### src/rtl/irq_agg_pkg.sv
package irq_agg_pkg;

    // Source numbering shared by the flag vector and the status byte layout
    typedef enum int unsigned {
        SRC_PERIODIC = 0,
        SRC_ALARM    = 1,
        SRC_UPDATE   = 2
    } irq_src_e;

    localparam int unsigned IRQ_NUM_SRC = 3;
    localparam int unsigned IRQ_DATA_W  = 8;
    localparam int unsigned IRQ_ADDR_W  = 4;

    // Status byte bit that carries source i: packed downward under the summary bit
    function automatic int unsigned src_bit(input int unsigned data_w, input int unsigned idx);
        return data_w - 2 - idx;
    endfunction

endpackage

### src/rtl/irq_flag_cell.sv
module irq_flag_cell (
    input  logic clk,
    input  logic rst,
    input  logic set_pulse,
    input  logic clr_req,
    output logic flag_q
);
    typedef struct packed {
        logic flag;
    } cell_t;

    cell_t cell_d, cell_q;

    always_comb begin
        cell_d = cell_q;
        if (clr_req)
            cell_d.flag = 1'b0;
        // An event in the clearing cycle wins so that it is not lost
        if (set_pulse)
            cell_d.flag = 1'b1;
    end

    always_ff @(posedge clk) begin
        if (rst)
            cell_q <= '0;
        else
            cell_q <= cell_d;
    end

    assign flag_q = cell_q.flag;

    a_r1_event_sets: assert property (@(posedge clk) disable iff (rst)
        set_pulse |=> flag_q);

    a_r2_sticky: assert property (@(posedge clk) disable iff (rst)
        (flag_q && !clr_req) |=> flag_q);

    a_r5_clear_on_hit: assert property (@(posedge clk) disable iff (rst)
        (clr_req && !set_pulse) |=> !flag_q);

    a_r9_reset_clears: assert property (@(posedge clk)
        rst |=> !flag_q);

endmodule

### src/rtl/irq_line_drive.sv
module irq_line_drive #(
    parameter int unsigned NUM_SRC = irq_agg_pkg::IRQ_NUM_SRC
) (
    input  logic [NUM_SRC-1:0] flags,
    input  logic [NUM_SRC-1:0] src_en,
    output logic               irq_n
);
    logic [NUM_SRC-1:0] gated;

    always_comb begin
        for (int i = 0; i < NUM_SRC; i++)
            gated[i] = flags[i] & src_en[i];
        irq_n = (gated == '0);
    end

    always_comb begin
        a_r3_quiet_line: assert (!((flags & src_en) == '0) || irq_n || $isunknown(flags));
    end

endmodule

### src/rtl/irq_status_port.sv
module irq_status_port #(
    parameter int unsigned NUM_SRC     = irq_agg_pkg::IRQ_NUM_SRC,
    parameter int unsigned DATA_W      = irq_agg_pkg::IRQ_DATA_W,
    parameter int unsigned ADDR_W      = irq_agg_pkg::IRQ_ADDR_W,
    parameter logic [ADDR_W-1:0] STATUS_ADDR = '0
) (
    input  logic              rd_en,
    input  logic [ADDR_W-1:0] rd_addr,
    input  logic [NUM_SRC-1:0] flags,
    input  logic [NUM_SRC-1:0] src_en,
    output logic              rd_hit,
    output logic [DATA_W-1:0] rd_data
);
    import irq_agg_pkg::*;

    logic [DATA_W-1:0] status_word;
    logic              any_pending;

    always_comb begin
        rd_hit      = rd_en && (rd_addr == STATUS_ADDR);
        any_pending = 1'b0;
        status_word = '0;
        for (int unsigned i = 0; i < NUM_SRC; i++) begin
            any_pending = any_pending | (flags[i] & src_en[i]);
            status_word[src_bit(DATA_W, i)] = flags[i];
        end
        status_word[DATA_W-1] = any_pending;
        rd_data = rd_hit ? status_word : '0;
    end

endmodule

### src/rtl/irq_flag_agg.sv
module irq_flag_agg #(
    parameter int unsigned NUM_SRC     = irq_agg_pkg::IRQ_NUM_SRC,
    parameter int unsigned DATA_W      = irq_agg_pkg::IRQ_DATA_W,
    parameter int unsigned ADDR_W      = irq_agg_pkg::IRQ_ADDR_W,
    parameter logic [ADDR_W-1:0] STATUS_ADDR = 4'h3
) (
    input  logic               clk,
    input  logic               rst,
    input  logic [NUM_SRC-1:0] evt_pulse,
    input  logic [NUM_SRC-1:0] src_en,
    input  logic               rd_en,
    input  logic [ADDR_W-1:0]  rd_addr,
    output logic [DATA_W-1:0]  rd_data,
    output logic               irq_n
);
    localparam int unsigned PAD_W = DATA_W - 1 - NUM_SRC;

    logic [NUM_SRC-1:0] flag_vec;
    logic               clr_hit;

    for (genvar g = 0; g < NUM_SRC; g++) begin : g_cell
        irq_flag_cell u_cell (
            .clk       (clk),
            .rst       (rst),
            .set_pulse (evt_pulse[g]),
            .clr_req   (clr_hit),
            .flag_q    (flag_vec[g])
        );
    end

    irq_line_drive #(.NUM_SRC(NUM_SRC)) u_line (
        .flags  (flag_vec),
        .src_en (src_en),
        .irq_n  (irq_n)
    );

    irq_status_port #(
        .NUM_SRC     (NUM_SRC),
        .DATA_W      (DATA_W),
        .ADDR_W      (ADDR_W),
        .STATUS_ADDR (STATUS_ADDR)
    ) u_port (
        .rd_en   (rd_en),
        .rd_addr (rd_addr),
        .flags   (flag_vec),
        .src_en  (src_en),
        .rd_hit  (clr_hit),
        .rd_data (rd_data)
    );

    a_r4_summary_mirrors_pin: assert property (@(posedge clk) disable iff (rst)
        clr_hit |-> (rd_data[DATA_W-1] == !irq_n));

    a_r7_miss_reads_zero: assert property (@(posedge clk) disable iff (rst)
        !clr_hit |-> (rd_data == '0));

    a_r7_miss_keeps_flags: assert property (@(posedge clk) disable iff (rst)
        !clr_hit |=> ((flag_vec & $past(flag_vec)) == $past(flag_vec)));

    a_r8_pad_zero: assert property (@(posedge clk) disable iff (rst)
        rd_data[PAD_W-1:0] == '0);

    a_r9_line_idle_after_reset: assert property (@(posedge clk)
        rst |=> irq_n);

endmodule

### config.mk
export PLATFORM = sky130hd
export DESIGN_NAME = irq_flag_agg
export DESIGN_NICKNAME = d
export VERILOG_FILES = /design/src/rtl/irq_agg_pkg.sv /design/src/rtl/irq_flag_cell.sv /design/src/rtl/irq_line_drive.sv /design/src/rtl/irq_status_port.sv /design/src/rtl/irq_flag_agg.sv
export SDC_FILE = /design/constraint.sdc
export NUM_CORES = 1
export LEC_CHECK = 0
export BUFFER_PORTS_ARGS = -buffer_cell sky130_fd_sc_hd__buf_2
export CAP_MARGIN = 20
export CORE_AREA = 2 2 39 41
export DETAILED_ROUTE_END_ITERATION = 6
export DIE_AREA = 0 0 41 43
export SLEW_MARGIN = 5
export SYNTH_ARGS = -nofsm -noshare
export SYNTH_HDL_FRONTEND = slang
export SYNTH_SLANG_ARGS = --single-unit
### constraint.sdc
create_clock -name clk -period 2.3 [get_ports clk]
set_clock_uncertainty 0.2 [all_clocks]
set_input_delay 0.23 -clock clk [delete_from_list [all_inputs] [get_ports clk]]
set_output_delay 0.23 -clock clk [all_outputs]
set_load 0.02 [all_outputs]
==> results of run 1 <==
[layout make-up]
cell class / count / area share, %
sequential: 3 / 18.0
clock buffer: 4 / 7.89
multi-input combinational: 19 / 39.5
timing repair buffer: 18 / 28.6
tap: 16 / 6.02
[through the flow]
stage	setup WS (ns)	hold WS, ns	instances
4_1_cts	0.565	0.0662	60
6_report	0.595	0.0819	60
3_5_place_dp	0.747	0.230	55
5_1_grt	0.508	0.0953	60
3_3_place_gp	0.765	0.231	55
2_1_floorplan	0.519	0.102	26
[metal layers]
layer | vias up | track usage [%]
li1 | 125 | -
met1 | 103 | 7.42
met2 | 15 | 9.38
met3 | 0 | 5.24
met4 | 0 | 4.00
met5 | - | 0
[timing repair]
action / in CTS / in global routing
endpoints found under the hold margin: 3 / 0
hold buffers: 1 / 0
setup buffers: 0 / 0
[cell usage in the layout, fill, tap and decap left out, types with 2 or more instances in the layout]
| cell type | Yosys | final |
|---|---|---|
| and4_1 | 2 | 2 |
| a311oi_1 | 3 | 3 |
| conb_1 | 1 | 4 |
| nor2b_1 | 3 | 3 |
| clkbuf_4 | 0 | 3 |
| dfxtp_1 | 3 | 3 |
| buf_2 | 0 | 17 |
| nor2_1 | 3 | 3 |
[power breakdown]
group | switching (mW) | total (mW) | leakage, nW | internal, mW
registers | 0.00296 | 0.0593 | 0.0252 | 0.0563
clock network | 0.0251 | 0.0900 | 0.0150 | 0.0649
logic | 0.0207 | 0.0370 | 0.129 | 0.0164
[cells in the mapped netlist]
cell      count
buf_4         4
a311oi_1      3
dfxtp_1       3
nor2_1        3
nor2b_1       3
and4_1        2
a222oi_1      1
and4_2        1
and4b_1       1
conb_1        1
nor3b_2       1
[cell families after synthesis]
group	Yosys count	synth area share (%)
AO/OA/AOI/OAI	4	17.3
buffers and inverters	4	14.3
flip-flops	3	28.6
other	1	1.78
AND/OR/NAND/NOR	11	38.1
[worst max path at each step]
| stage | depth (start not counted) | slack [ns] | from | end |
|---|---|---|---|---|
| 4_1_cts | 3 | 0.57 | g_cell[1].u_cell.flag_q$_SDFFE_PP0P_ | rd_data[7] |
| 5_1_grt | 3 | 0.51 | g_cell[1].u_cell.flag_q$_SDFFE_PP0P_ | rd_data[7] |
| 6_report | 3 | 0.60 | g_cell[0].u_cell.flag_q$_SDFFE_PP0P_ | rd_data[7] |
| 2_1_floorplan | 2 | 0.52 | g_cell[0].u_cell.flag_q$_SDFFE_PP0P_ | rd_data[7] |
| 3_5_place_dp | 4 | 0.75 | rd_addr[3] | rd_data[6] |
| 3_3_place_gp | 4 | 0.77 | rd_addr[3] | rd_data[6] |
[critical path: cells and delay by family, from the launching register on]
kind / cells / cell delay [ns]
AO/OA/AOI/OAI: 1 / 0.35
buffers and inverters: 1 / 0.15
flip-flops: 1 / 0.31
AND/OR/NAND/NOR: 1 / 0.23
==> run_results.csv, run 1 <==
group,metric,value,unit
min_path,hp-start,"rd_en",
sta,slew_viol_final,0,
finish,fin_area,333,um2
global_routing,grt_pass1_vias,193,
worst_setup_path,worstPathArrival,1.27,ns
drt,via_per_inst,4.05,
finish,fillers,158,
global_routing,grt_max_degree,8,
die,core,1380,um2
sta,setup_violations,0,
worst_setup_path,cp.required,1.87,ns
die,start_util,15.2,%
logic_synthesis,yosys_register_bits,3,
die,num_rows,14,
logic_synthesis,ys_types,11,
die,die_y,43,um
clock_tree,worstSkewPairLatency,0.23,ns
finish,fin_util,24.1,%
pwr,power.density,560,nW/um2
drt,wl_met1,236,um
clock_tree,clock_sinks,3,
drt,wl_met2,236,um
drt,drc,0,
drt,postRouteAntennaNets,0,
worst_setup_path,r2r_cells,2,
worst_setup_path,setup.worst_path.class,"flip-flop to output pin",
die,die_w,41,um
placement,numPortBuffers,17,
finish,num_antenna_cells,0,
clock_tree,htree_levels,1,
worst_setup_path,critPathMaxFanout,3,
min_path,hold_class,"input pin to flip-flop",
drt,routed_wl,572,um
global_routing,antenna_found_initial,0,
sta,fin_crit,1.70,ns
logic_synthesis,yosysTopAreaCell,"dfxtp_1",
logic_synthesis,yosys_warnings,0,
logic_synthesis,synth_cells,23,
clock_tree,cts-resized-gates,0,
drt,drt_iter0_drc,5,
min_path,hold_path_depth,2,
placement,place_congestion,0.709,
drt,drt_first_pass_iters,4,
logic_synthesis,yosys.area.top_type_share,28.6,%
pwr,peakVddDrop,0.180,mV
job,cap_viol_max_count,0,
finish,layout-drive-gt1-share,50.0,%
logic_synthesis,ys_seq_area_share,28.6,%
worst_setup_path,critical-path-slowest-cell,"a222oi_1",
global_routing,grt_pass1_wl,765,um
finish,multi_input_area,131,um2
clock_tree,cts_max_path_buffers,2,
sta,rsz0062_at_grt,"false",
clock_tree,cts.clk_slew.worst_paths,0.04,ns
drt,routed-via-count,243,
finish,syn2layout_area_growth,58.3,%
clock_tree,cts-buffers-inserted,3,
sta,finalSetupTns,0,ns
placement,placed_area,297,um2
worst_setup_path,r2r-start,"g_cell[1].u_cell.flag_q$_SDFFE_PP0P_",
worst_setup_path,start_kind,"flip-flop",
finish,register_area,60.1,um2
min_path,worstHoldEndpoint,"g_cell[0].u_cell.flag_q$_SDFFE_PP0P_",
sta,finalHoldViolCount,0,
clock_tree,cts_tree,"done",
global_routing,grt_util_all_layers,6.93,%
pwr,power,186,uW
worst_setup_path,path_cells,"a222oi_1, and4b_1, buf_2",
die,die-area,1760,um2
global_routing,gr-total-overflow,0,
clock_tree,clockRootBuffer,"clkbuf_4",
logic_synthesis,synth_area,210,um2
logic_synthesis,synth_area_leaders,"dfxtp_1, buf_4, a311oi_1, nor2b_1, and4_1",
status,status,"finished, final reports clean",
pwr,power.leakage,0.169,nW
die,ioPinCount,22,
logic_synthesis,avgSynthCellArea,9.14,um2
drt,top_layer_used,"met3",
sta,max_freq,0.587,GHz
finish,nets,58,
finish,largest_reg_flops,3,
worst_setup_path,timing.rr.end,"g_cell[1].u_cell.flag_q$_SDFFE_PP0P_",
worst_setup_path,cp_slowest_stage_delay,0.35,ns
drt,post_drt_wl_per_cell,9.53,um
worst_setup_path,rrSetupSlack,1.35,ns
worst_setup_path,cp-end-kind,"output pin",
sta,finalCritPeriodShare,74.1,%
drt,met3_length,100,um
Power figures use the tool's default switching activity.
==> run 2: changes to the inputs <==
--- a/config.mk
+++ b/config.mk
@@ -5,6 +5,7 @@
 export SDC_FILE = /design/constraint.sdc
 export NUM_CORES = 1
 export LEC_CHECK = 0
+export ABC_AREA = 1
 export BUFFER_PORTS_ARGS = -buffer_cell sky130_fd_sc_hd__buf_2
 export CAP_MARGIN = 20
 export CORE_AREA = 2 2 39 41
==> constraint.sdc (replaced) <==
create_clock -name clk -period 1.75 [get_ports clk]
set_clock_uncertainty 0.2 [all_clocks]
set_input_delay 0.175 -clock clk [delete_from_list [all_inputs] [get_ports clk]]
set_output_delay 0.175 -clock clk [all_outputs]
set_load 0.02 [all_outputs]
==> run_results.csv, run 2 <==
group,metric,value,unit
finish,syn2layout_area_growth,67.0,%
drt,postRouteAntennaNets,0,
logic_synthesis,yosys_warnings,0,
logic_synthesis,synth_edf_count,0,
global_routing,gr-total-overflow,0,
drt,drt_iter0_drc,1,
logic_synthesis,synth_area,228,um2
sta,finalSetupTns,0,ns
global_routing,grt_pass1_wl,772,um
logic_synthesis,ys_types,12,
worst_setup_path,path_buf_inv,3,
sta,finalHoldViolCount,0,
drt,routed_wl,493,um
clock_tree,postCtsSetupRepairBufs,0,
status,status,"finished, final reports clean",
logic_synthesis,avgSynthCellArea,6.90,um2
clock_tree,worstSkewPairLatency,0.23,ns
placement,hpwl,417,um
drt,drt_first_pass_iters,2,
logic_synthesis,yosysTopAreaCell,"dfxtp_1",
sta,slew_viol_final,0,
pwr,peakVddDrop,0.223,mV
clock_tree,clockRootBuffer,"clkbuf_4",
clock_tree,htree_levels,1,
logic_synthesis,synth-compound-area-share,15.4,%
die,core,1380,um2
finish,register_area,60.1,um2
pwr,power.density,674,nW/um2
min_path,worstHoldEndpoint,"g_cell[2].u_cell.flag_q$_SDFFE_PP0P_",
logic_synthesis,synthAdderAreaFrac,0,%
drt,top_layer_used,"met3",
logic_synthesis,muxShareOfSynthArea,0,%
worst_setup_path,cp_slowest_stage_delay,0.55,ns
finish,multi_input_area,123,um2
die,start_util,16.5,%
logic_synthesis,yosys_register_bits,3,
worst_setup_path,path_cells,"dlygate4sd3_1, buf_2, a21oi_2, dlygate4sd3_1",
clock_tree,clock_sinks,3,
sta,setup_violations,0,
logic_synthesis,async_flop_share,0,%
drt,drc,0,
finish,num_antenna_cells,0,
logic_synthesis,synth_top_family_by_area,"simple AND/OR/NAND/NOR gates",
worst_setup_path,start_kind,"input pin",
die,die-area,1760,um2
min_path,hold_path_depth,5,
min_path,hold_class,"input pin to flip-flop",
sta,fin_crit,1.52,ns
logic_synthesis,ys_seq_area_share,26.4,%
drt,post_drt_wl_per_cell,6.75,um
worst_setup_path,rrSetupSlack,0.42,ns
worst_setup_path,worst_path_most_repeated_cell,"dlygate4sd3_1",
clock_tree,cts_tree,"done",
placement,placed_area,314,um2
placement,numPortBuffers,17,
worst_setup_path,worstPathArrival,1.49,ns
worst_setup_path,timing.rr.end,"g_cell[1].u_cell.flag_q$_SDFFE_PP0P_",
clock_tree,cts.clk_slew.worst_paths,0.04,ns
sta,finalCritPeriodShare,87.1,%
drt,wl_met1,160,um
worst_setup_path,r2r_cells,3,
die,die_w,41,um
logic_synthesis,synthSimpleGateAreaFrac,31.9,%
clock_tree,cts-resized-gates,0,
placement,place_congestion,0.594,
logic_synthesis,synthXorXnorAreaFrac,0,%
worst_setup_path,critPathMaxFanout,3,
global_routing,grt_pass1_vias,231,
logic_synthesis,synth_cells,33,
clock_tree,cts-buffers-inserted,3,
drt,routed-via-count,252,
drt,wl_met2,249,um
worst_setup_path,crit_family,"buffers and inverters",
worst_setup_path,cp.required,1.72,ns
logic_synthesis,synth_common_cells,"inv_1, nand2_1, a21oi_2, buf_4, nor2_1",
die,num_rows,14,
clock_tree,cts_max_path_buffers,2,
worst_setup_path,critical-path-slowest-cell,"dlygate4sd3_1",
die,ioPinCount,22,
logic_synthesis,yosys.area.top_type_share,26.4,%
global_routing,grt_max_degree,8,
worst_setup_path,cp-end-kind,"flip-flop",
finish,fin_area,380,um2
finish,fillers,168,
sta,rsz0062_at_grt,"false",
sta,max_freq,0.656,GHz
worst_setup_path,r2r-start,"g_cell[1].u_cell.flag_q$_SDFFE_PP0P_",
job,cap_viol_max_count,0,
die,die_y,43,um
logic_synthesis,ys.flop_type,"dfxtp_1",
drt,via_per_inst,3.45,
global_routing,antenna_found_initial,0,
finish,nets,71,
logic_synthesis,synth_area_leaders,"dfxtp_1, a21oi_2, buf_4, inv_1, nand2_1",
drt,met3_length,83,um
global_routing,grt_util_all_layers,7.43,%
finish,largest_reg_flops,3,
pwr,power.leakage,0.223,nW
clock_tree,hold_buffers,4,
worst_setup_path,setup.worst_path.class,"input pin to flip-flop",
finish,layout_commonest_cell,"buf_2",
finish,layout-drive-gt1-share,50.9,%
finish,mostFrequentLayoutCells,"buf_2, inv_1, nand2_1",
min_path,hp-start,"rd_addr[2]",
==> run 2: cell count changes after synthesis, sizes merged <==
cell,change
and4,-3
a222oi,-1
inv,+7
nand2,+8
a21oi,+4
and4b,-1
nor3b,-1
nor2,+3
a311oi,-3
nor2b,-3
==> run 2: layout make-up <==
cell class,count,area share (%)
clock buffer,4,6.91
inverter,7,6.91
multi-input combinational,22,32.2
sequential,3,15.8
tap,16,5.26
timing repair buffer,21,32.9
==> run 2: power by group <==
part / total, mW / switching, mW / internal (mW)
Sequential: 0.0776 / 0.00373 / 0.0739
Combinational: 0.0595 / 0.0323 / 0.0272
Clock: 0.119 / 0.0340 / 0.0853
==> run 2: metal layers <==
| layer | vias up | GRT usage (%) |
|---|---|---|
| met3 | 0 | 4.71 |
| met4 | 0 | 8.00 |
| met1 | 104 | 6.11 |
| met2 | 13 | 10.6 |
| li1 | 135 | - |
| met5 | - | 0 |
==> run 2: tightest hold or removal path, cell delays in order <==
cell	delay, ns
buf_2	0.08
nor2_2	0.04
nand2_4	0.08
nand2_1	0.07
a21oi_2	0.11
==> run 2: cell families (layout without fill, tap and decap cells) <==
| group | after synthesis | after routing |
|---|---|---|
| AOI/OAI and AO/OA | 4 | 4 |
| buffers and inverters | 11 | 32 |
| DFF | 3 | 3 |
| other | 1 | 4 |
| and+or+nand+nor | 14 | 14 |
==> run 2: worst max path at each step <==
stage	cells after the start	startpoint	end	slack, ns
after floorplan	4	g_cell[1].u_cell.flag_q$_SDFFE_PP0P_	rd_data[7]	0.56
after global placement	5	rd_addr[3]	rd_data[7]	0.60
after detailed placement	5	rd_addr[3]	rd_data[7]	0.60
after CTS	4	rst	g_cell[1].u_cell.flag_q$_SDFFE_PP0P_	0.25
after global routing	4	rst	g_cell[1].u_cell.flag_q$_SDFFE_PP0P_	0.20
final	4	rst	g_cell[1].u_cell.flag_q$_SDFFE_PP0P_	0.23
==> run 2: per-stage QoR <==
step           instances  hold WS, ns  worst slack, ns  util (%)  total power [mW]
4_1_cts               73        0.173            0.251      27.5             0.263
6_report              73        0.169            0.225      27.5             0.256
5_1_grt               73        0.198            0.196      27.5             0.280
3_5_place_dp          65        0.192            0.598      22.7             0.131
3_3_place_gp          65        0.185            0.604      22.7             0.130
2_1_floorplan         36       0.0374            0.561         -             0.117
